`src/rtl/sylm_pkg.sv`:
```
package sylm_pkg;

    typedef enum logic [1:0] {
        ST_EMPTY = 2'd0,
        ST_WAIT  = 2'd1,
        ST_READY = 2'd2
    } sylm_state_t;

    // Length code of a first syllable, in syllables.
    function automatic logic [1:0] len_of(input logic [1:0] code);
        logic [1:0] n;
        unique case (code)
            2'b00:   n = 2'd1;
            2'b01:   n = 2'd2;
            2'b10:   n = 2'd3;
            default: n = 2'd1;
        endcase
        return n;
    endfunction

endpackage

```
`src/rtl/sylm_buffer.sv`:
```
module sylm_buffer #(
    parameter int SYL_W = 16,
    parameter int DEPTH = 6,
    parameter int FILL  = 2,
    parameter int CNT_W = $clog2(DEPTH + 1)
) (
    input  logic                        clk,
    input  logic                        rst_n,
    input  logic [CNT_W-1:0]            take,
    input  logic                        fill_en,
    input  logic [FILL-1:0][SYL_W-1:0]  fill_data,
    output logic [DEPTH-1:0][SYL_W-1:0] slots,
    output logic [CNT_W-1:0]            count,
    output logic [CNT_W-1:0]            nxt_count,
    output logic [SYL_W-1:0]            nxt_head,
    output logic                        fill_ok
);

    localparam int FILL_LIMIT = DEPTH - FILL;

    logic [DEPTH-1:0][SYL_W-1:0] nxt_slots;
    int                          kept;

    always_comb begin
        kept      = int'(count) - int'(take);
        nxt_slots = '0;
        for (int i = 0; i < DEPTH; i++) begin
            if (i < kept) begin
                if (i + int'(take) < DEPTH) begin
                    nxt_slots[i] = slots[i + int'(take)];
                end
            end else if (fill_en && (i - kept) < FILL) begin
                nxt_slots[i] = fill_data[i - kept];
            end
        end
        nxt_count = CNT_W'(kept + (fill_en ? FILL : 0));
    end

    assign nxt_head = nxt_slots[0];
    assign fill_ok  = (int'(count) <= FILL_LIMIT);

    always_ff @(posedge clk) begin
        if (!rst_n) begin
            slots <= '0;
            count <= '0;
        end else begin
            slots <= nxt_slots;
            count <= nxt_count;
        end
    end

    a_r2_no_overflow: assert property (@(posedge clk) disable iff (!rst_n)
        int'(count) <= DEPTH);

    a_r7_take_bounded: assert property (@(posedge clk) disable iff (!rst_n)
        take <= count);

endmodule

```
`src/rtl/sylm_picker.sv`:
```
module sylm_picker
    import sylm_pkg::*;
#(
    parameter int SYL_W   = 16,
    parameter int DEPTH   = 6,
    parameter int A_MAX   = 3,
    parameter int B_MAX   = 2,
    parameter int B_REACH = 4,
    parameter int CNT_W   = $clog2(DEPTH + 1)
) (
    input  logic                        clk,
    input  logic                        rst_n,
    input  logic [DEPTH-1:0][SYL_W-1:0] slots,
    input  logic [CNT_W-1:0]            count,
    input  logic                        head_ready,
    input  logic                        stall_a,
    input  logic                        stall_b,
    input  logic                        lock_mem_b,
    output logic                        a_valid,
    output logic [1:0]                  a_len,
    output logic [A_MAX*SYL_W-1:0]      a_instr,
    output logic                        b_valid,
    output logic [1:0]                  b_len,
    output logic [B_MAX*SYL_W-1:0]      b_instr,
    output logic [CNT_W-1:0]            take
);

    localparam int MEM_BIT = SYL_W - 3;

    logic [SYL_W-1:0] b_head;
    logic             b_mem;
    logic             b_fits;
    int               b_pos;

    // Lane a: head of the queue.
    always_comb begin
        a_len   = len_of(slots[0][SYL_W-1 -: 2]);
        a_valid = head_ready && !stall_a;
        a_instr = '0;
        for (int k = 0; k < A_MAX; k++) begin
            if (k < int'(a_len) && k < DEPTH) begin
                a_instr[(A_MAX-1-k)*SYL_W +: SYL_W] = slots[k];
            end
        end
    end

    // Lane b: the instruction right after lane a, inside the reach window.
    always_comb begin
        b_pos  = int'(a_len);
        b_head = (b_pos < DEPTH) ? slots[b_pos] : '0;
        b_len  = len_of(b_head[SYL_W-1 -: 2]);
        b_mem  = b_head[MEM_BIT];
        b_fits = (int'(b_len) <= B_MAX)
              && (b_pos + int'(b_len) <= B_REACH)
              && (b_pos + int'(b_len) <= int'(count));
        b_valid = a_valid && !stall_b && b_fits && !(lock_mem_b && b_mem);
        b_instr = '0;
        for (int k = 0; k < B_MAX; k++) begin
            if (k < int'(b_len) && (b_pos + k) < DEPTH) begin
                b_instr[(B_MAX-1-k)*SYL_W +: SYL_W] = slots[b_pos + k];
            end
        end
    end

    always_comb begin
        if (!a_valid) begin
            take = '0;
        end else if (b_valid) begin
            take = CNT_W'(int'(a_len) + int'(b_len));
        end else begin
            take = CNT_W'(a_len);
        end
    end

    a_r4_b_follows_a: assert property (@(posedge clk) disable iff (!rst_n)
        b_valid |-> a_valid);

    a_r4_b_in_reach: assert property (@(posedge clk) disable iff (!rst_n)
        b_valid |-> (int'(a_len) + int'(b_len) <= B_REACH) && (int'(b_len) <= B_MAX));

    a_r5_no_mem_on_b: assert property (@(posedge clk) disable iff (!rst_n)
        (lock_mem_b && b_valid) |-> !b_instr[B_MAX*SYL_W-3]);

    a_r6_stall_a_holds: assert property (@(posedge clk) disable iff (!rst_n)
        stall_a |-> (take == '0) && !b_valid);

endmodule

```
`src/rtl/sylm_marshaller.sv`:
```
module sylm_marshaller
    import sylm_pkg::*;
#(
    parameter int SYL_W     = 16,
    parameter int BUF_DEPTH = 6,
    parameter int FILL_N    = 2,
    parameter int A_MAX     = 3,
    parameter int B_MAX     = 2,
    parameter int B_REACH   = 4
) (
    input  logic                               clk,
    input  logic                               rst_n,
    input  logic                               mem_valid,
    input  logic [FILL_N*SYL_W-1:0]            mem_data,
    output logic                               mem_ready,
    input  logic                               stall_a,
    input  logic                               stall_b,
    input  logic                               lock_mem_b,
    output logic                               a_valid,
    output logic [1:0]                         a_len,
    output logic [A_MAX*SYL_W-1:0]             a_instr,
    output logic                               b_valid,
    output logic [1:0]                         b_len,
    output logic [B_MAX*SYL_W-1:0]             b_instr,
    output logic [$clog2(BUF_DEPTH+1)-1:0]     consume
);

    localparam int CNT_W = $clog2(BUF_DEPTH + 1);

    logic [BUF_DEPTH-1:0][SYL_W-1:0] slots;
    logic [FILL_N-1:0][SYL_W-1:0]    fill_data;
    logic [CNT_W-1:0]                count;
    logic [CNT_W-1:0]                nxt_count;
    logic [SYL_W-1:0]                nxt_head;
    logic                            fill_ok;
    logic                            fill_en;
    logic                            head_ready;
    logic                            nxt_head_full;
    sylm_state_t                     state;
    sylm_state_t                     nxt_state;

    assign fill_data = mem_data;
    assign fill_en   = mem_valid && fill_ok;

    sylm_buffer #(
        .SYL_W (SYL_W),
        .DEPTH (BUF_DEPTH),
        .FILL  (FILL_N),
        .CNT_W (CNT_W)
    ) u_buffer (
        .clk       (clk),
        .rst_n     (rst_n),
        .take      (consume),
        .fill_en   (fill_en),
        .fill_data (fill_data),
        .slots     (slots),
        .count     (count),
        .nxt_count (nxt_count),
        .nxt_head  (nxt_head),
        .fill_ok   (fill_ok)
    );

    sylm_picker #(
        .SYL_W   (SYL_W),
        .DEPTH   (BUF_DEPTH),
        .A_MAX   (A_MAX),
        .B_MAX   (B_MAX),
        .B_REACH (B_REACH),
        .CNT_W   (CNT_W)
    ) u_picker (
        .clk        (clk),
        .rst_n      (rst_n),
        .slots      (slots),
        .count      (count),
        .head_ready (head_ready),
        .stall_a    (stall_a),
        .stall_b    (stall_b),
        .lock_mem_b (lock_mem_b),
        .a_valid    (a_valid),
        .a_len      (a_len),
        .a_instr    (a_instr),
        .b_valid    (b_valid),
        .b_len      (b_len),
        .b_instr    (b_instr),
        .take       (consume)
    );

    // Head-state register.
    always_ff @(posedge clk) begin
        if (!rst_n) begin
            state <= ST_EMPTY;
        end else begin
            state <= nxt_state;
        end
    end

    // Next-state decision from the queue contents after this edge.
    always_comb begin
        nxt_head_full = (int'(nxt_count) >= int'(len_of(nxt_head[SYL_W-1 -: 2])));
        nxt_state     = state;
        unique case (state)
            ST_EMPTY: begin
                if (nxt_count == '0)  nxt_state = ST_EMPTY;
                else if (nxt_head_full) nxt_state = ST_READY;
                else                  nxt_state = ST_WAIT;
            end
            ST_WAIT: begin
                if (nxt_head_full)    nxt_state = ST_READY;
                else                  nxt_state = ST_WAIT;
            end
            ST_READY: begin
                if (nxt_count == '0)  nxt_state = ST_EMPTY;
                else if (nxt_head_full) nxt_state = ST_READY;
                else                  nxt_state = ST_WAIT;
            end
            default: nxt_state = ST_EMPTY;
        endcase
    end

    // Outputs driven by the state.
    always_comb begin
        head_ready = (state == ST_READY);
        mem_ready  = fill_ok;
    end

    a_r3_ready_means_complete: assert property (@(posedge clk) disable iff (!rst_n)
        (state == ST_READY) |-> (int'(count) >= int'(len_of(slots[0][SYL_W-1 -: 2]))));

    a_r3_no_issue_while_waiting: assert property (@(posedge clk) disable iff (!rst_n)
        (state != ST_READY) |-> !a_valid);

    a_r2_beat_refused: assert property (@(posedge clk) disable iff (!rst_n)
        (mem_valid && !mem_ready && consume == '0) |=> count == $past(count));

    a_r7_count_tracks: assert property (@(posedge clk) disable iff (!rst_n)
        (!mem_valid) |=> int'(count) == int'($past(count)) - int'($past(consume)));

endmodule

```
`config.mk`:
```
export PLATFORM = sky130hd
export DESIGN_NAME = sylm_marshaller
export DESIGN_NICKNAME = d
export VERILOG_FILES = /design/src/rtl/sylm_pkg.sv /design/src/rtl/sylm_buffer.sv /design/src/rtl/sylm_picker.sv /design/src/rtl/sylm_marshaller.sv
export SDC_FILE = /design/constraint.sdc
export NUM_CORES = 1
export LEC_CHECK = 0
export BUFFER_PORTS_ARGS = -buffer_cell sky130_fd_sc_hd__buf_4
export CAP_MARGIN = 20
export CORE_MARGIN = 5
export CORE_UTILIZATION = 50
export CTS_CLUSTER_SIZE = 16
export DETAILED_ROUTE_END_ITERATION = 6
export GPL_TIMING_DRIVEN = 0
export PLACE_DENSITY_LB_ADDON = 0.15
export SYNTH_ARGS = -nofsm -noshare
export SYNTH_HDL_FRONTEND = slang
export SYNTH_SLANG_ARGS = --single-unit
```
`constraint.sdc`:
```
create_clock -name clk -period 14.1 [get_ports clk]
set_clock_uncertainty 0.15 [all_clocks]
set_input_delay 1.41 -clock clk [delete_from_list [all_inputs] [get_ports clk]]
set_output_delay 1.41 -clock clk [all_outputs]
set_load 0.01 [all_outputs]
```
==> impl_metrics.env <==
export IMPL_h_tree_depth=3
export IMPL_final_setup_tns_ns=0
export IMPL_power_leakage_nw=4.33
export IMPL_intPower_mw=1.12
export IMPL_cp_arrival_ns=11.56
export IMPL_rows=49
export IMPL_overflow=0
export IMPL_cts_resized_gates=0
export IMPL_r2r_end="u_buffer.slots[94]"
export IMPL_power_frac_seq_pct=22.9
export IMPL_coreArea_sq_um=17800
export IMPL_reg2regPathDepth=27
export IMPL_via_per_inst=7.03
export IMPL_synth_top_area_share_pct=22.4
export IMPL_critical_path_class="flop to flop"
export IMPL_drt_iter0_markers=1514
export IMPL_synthArstFlopShare_pct=0
export IMPL_rrSetupSlack_ns=2.67
export IMPL_synthCells=1020
export IMPL_final_nets=1231
export IMPL_end_kind="flop"
export IMPL_finalCriticalPeriod_ns=11.43
export IMPL_final_core_util_pct=59.3
export IMPL_combPwrFrac_pct=65.3
export IMPL_ant_nets=0
export IMPL_syn_to_final_growth_pct=17.3
export IMPL_synth_area_leaders="dfxtp_1 22%, mux2i_1 15%, mux4_2 11%"
export IMPL_crit_fanout=14
export IMPL_ys_seq_area_share_pct=22.4
export IMPL_tightest_slew_ns=1.24
export IMPL_critPathRequiredTime_ns=14.23
export IMPL_synth_edf_count=0
export IMPL_root_buffer="clkbuf_16"
export IMPL_total_power_mw=2.36
export IMPL_synth_area_sq_um=9020
export IMPL_finalHoldViolCount=0
export IMPL_ir_worst_vdd_uv=137
export IMPL_setup_viol=0
export IMPL_layout_drive_gt1_share_pct=22.4
export IMPL_critical_path_startpoint_type="flop"
export IMPL_fin_cells=1393
export IMPL_detail_route_wl_per_cell_um=27.9
export IMPL_holdPathStages=3
export IMPL_clk_pin_slew_ns=0.08
export IMPL_holdCritPathClass="flop to flop"
export IMPL_p_sw_share_pct=52.3
export IMPL_synth_most_common_cell="mux2i_1"
export IMPL_dp_hpwl_um=27200
export IMPL_slowest_delay_ns=1.03
export IMPL_routed_wl_um=38900
export IMPL_regToRegStartpoint="u_buffer.slots[14]"
export IMPL_place_congestion=1.02
export IMPL_clock_sinks=101
export IMPL_insertion_delay_ns=0.37
export IMPL_die_x_um=144
export IMPL_hp_start="state[1]"
export IMPL_synth_area_per_cell_sq_um=8.84
export IMPL_track_usage_pct=36.6
export IMPL_cts_max_path_buffers=2
export IMPL_cp_common_cell="ha_1"
export IMPL_slew_limit_headroom_pct=17.3
export IMPL_grt_pass1_wl_um=56400
export IMPL_cts_inserted_buffers=9
export IMPL_crit_path_top_delay_cell="a2111oi_2"
export IMPL_power_density_nw_per_um2=223
export IMPL_synthDistinctLibCells=62
export IMPL_remaining_drc_errors=0
export IMPL_grt_pass1_vias=9256
export IMPL_die_area_sq_um=20800
export IMPL_antenna_found_initial=1
export IMPL_grt_setup_unrepaired="no"
export IMPL_floorplan_initialDensity_pct=50.5
export IMPL_fillers=1665
export IMPL_synth_top_flop_cell="dfxtp_1"
export IMPL_maxCapViolations=0
export IMPL_postCtsHoldBufs=0
export IMPL_cts_tree="done"
export IMPL_run_status="finished clean"
export IMPL_slew_viol_final=0
export IMPL_dieHeight_um=144
export IMPL_pwr_share_clk_pct=11.8
export IMPL_p_sw_mw=1.23
export IMPL_synth_top_area_cell="dfxtp_1"
export IMPL_dp_cells=1377
export IMPL_antennaDiodeCount=0
export IMPL_ios=128
export IMPL_vias=9795
export IMPL_cts_setup_buffers=0
export IMPL_port_buffers=127
export IMPL_grt_max_degree=19
export IMPL_dr_pass1_iters=6
export IMPL_syn_num_nets=1092
export IMPL_synth_common_cells="133 x mux2i_1, 103 x nand2_1, 101 x dfxtp_1"
export IMPL_max_freq_ghz=0.0875
export IMPL_synth_warnings=0
export IMPL_min_period_over_period_pct=81.1
export IMPL_hold_path_end="state[1]"
export IMPL_synth_seq_cells=101
[worst max-delay path by stage]
stage,start,end,slack (ns)
2_1_floorplan,u_buffer.slots[15],state[0],5.90
3_3_place_gp,u_buffer.slots[15],u_buffer.slots[95],3.12
3_5_place_dp,u_buffer.slots[14],u_buffer.slots[86],3.01
4_1_cts,u_buffer.slots[15],u_buffer.slots[94],2.98
5_1_grt,u_buffer.slots[15],u_buffer.slots[93],2.53
6_report,u_buffer.slots[14],u_buffer.slots[94],2.67
[kinds of logic after synthesis]
logic type | after synthesis | share of synthesized area (%)
and+or+nand+nor | 294 | 16.0
AOI/OAI and AO/OA | 263 | 21.1
muxes | 209 | 29.8
buffers and inverters | 112 | 5.04
DFF | 101 | 22.4
adders and majority gates | 34 | 4.88
xor gates and xnor gates | 7 | 0.763
[registers in the layout, indices dropped and copies added (netlist names)]
register and count:
state 2, u_buffer.count 3, u_buffer.slots 96
[layout make-up]
type                            instances  area [sq um]  share of cell area (%)
Sequential cell                       101          2020                    19.1
Tap cell                              229           287                    2.71
Multi-Input combinational cell        807          6540                    61.8
Timing Repair Buffer                  128           961                    9.08
Inverter                               31           116                    1.10
Clock inverter                          6          77.6                   0.733
Clock buffer                           10           239                    2.26
Buffer                                 81           338                    3.19
[power groups by stage]
stage	sequential (mW)	clock [mW]	combinational (mW)
4_1_cts	0.527	0.273	1.49
6_report	0.539	0.278	1.54
3_3_place_gp	0.532	0	1.46
3_5_place_dp	0.532	0	1.48
5_1_grt	0.549	0.284	1.62
2_1_floorplan	0.468	0	1.02
[critical path, delay by kind of cell (launching register included)]
kind,cells,cell delay (ns)
buffers and inverters,8,4.06
AO/OA/AOI/OAI,6,2.36
adder cells (fa/ha/maj),6,2.15
AND/OR/NAND/NOR,5,1.19
flip-flops,1,0.55
multiplexers,1,0.46
XOR/XNOR,1,0.36
[layout by cell type (no fill, tap or decap), drive strengths merged, types with 36 or more instances in the layout]
cell	Yosys	final
buf	28	156
mux2i	133	133
nand2	103	103
dfxtp	101	101
clkbuf	53	63
nor2	57	57
o221ai	55	55
mux4	44	44
nor2b	39	39
o21ai	36	36
[through the flow]
stage / cell area [sq um] / worst slack, ns / hold WS, ns
CTS: 10600 / 2.98 / 0.403
global placement: 10300 / 3.12 / 0.373
global route: 10600 / 2.53 / 0.444
detailed placement: 10300 / 3.01 / 0.392
finish: 10600 / 2.67 / 0.401
floorplan: 9020 / 5.90 / 0.355
[per-layer routing]
layer | track usage, % | vias up | share of wire (%) | wire length (um)
li1 | - | 4170 | - | -
met1 | 48.2 | 4639 | 36 | 14200
met2 | 54.9 | 791 | 43 | 16800
met3 | 8.83 | 195 | 14 | 5460
met4 | 20.9 | 0 | 6.4 | 2480
met5 | 0 | - | 0 | 0
Power figures use the tool's default switching activity.
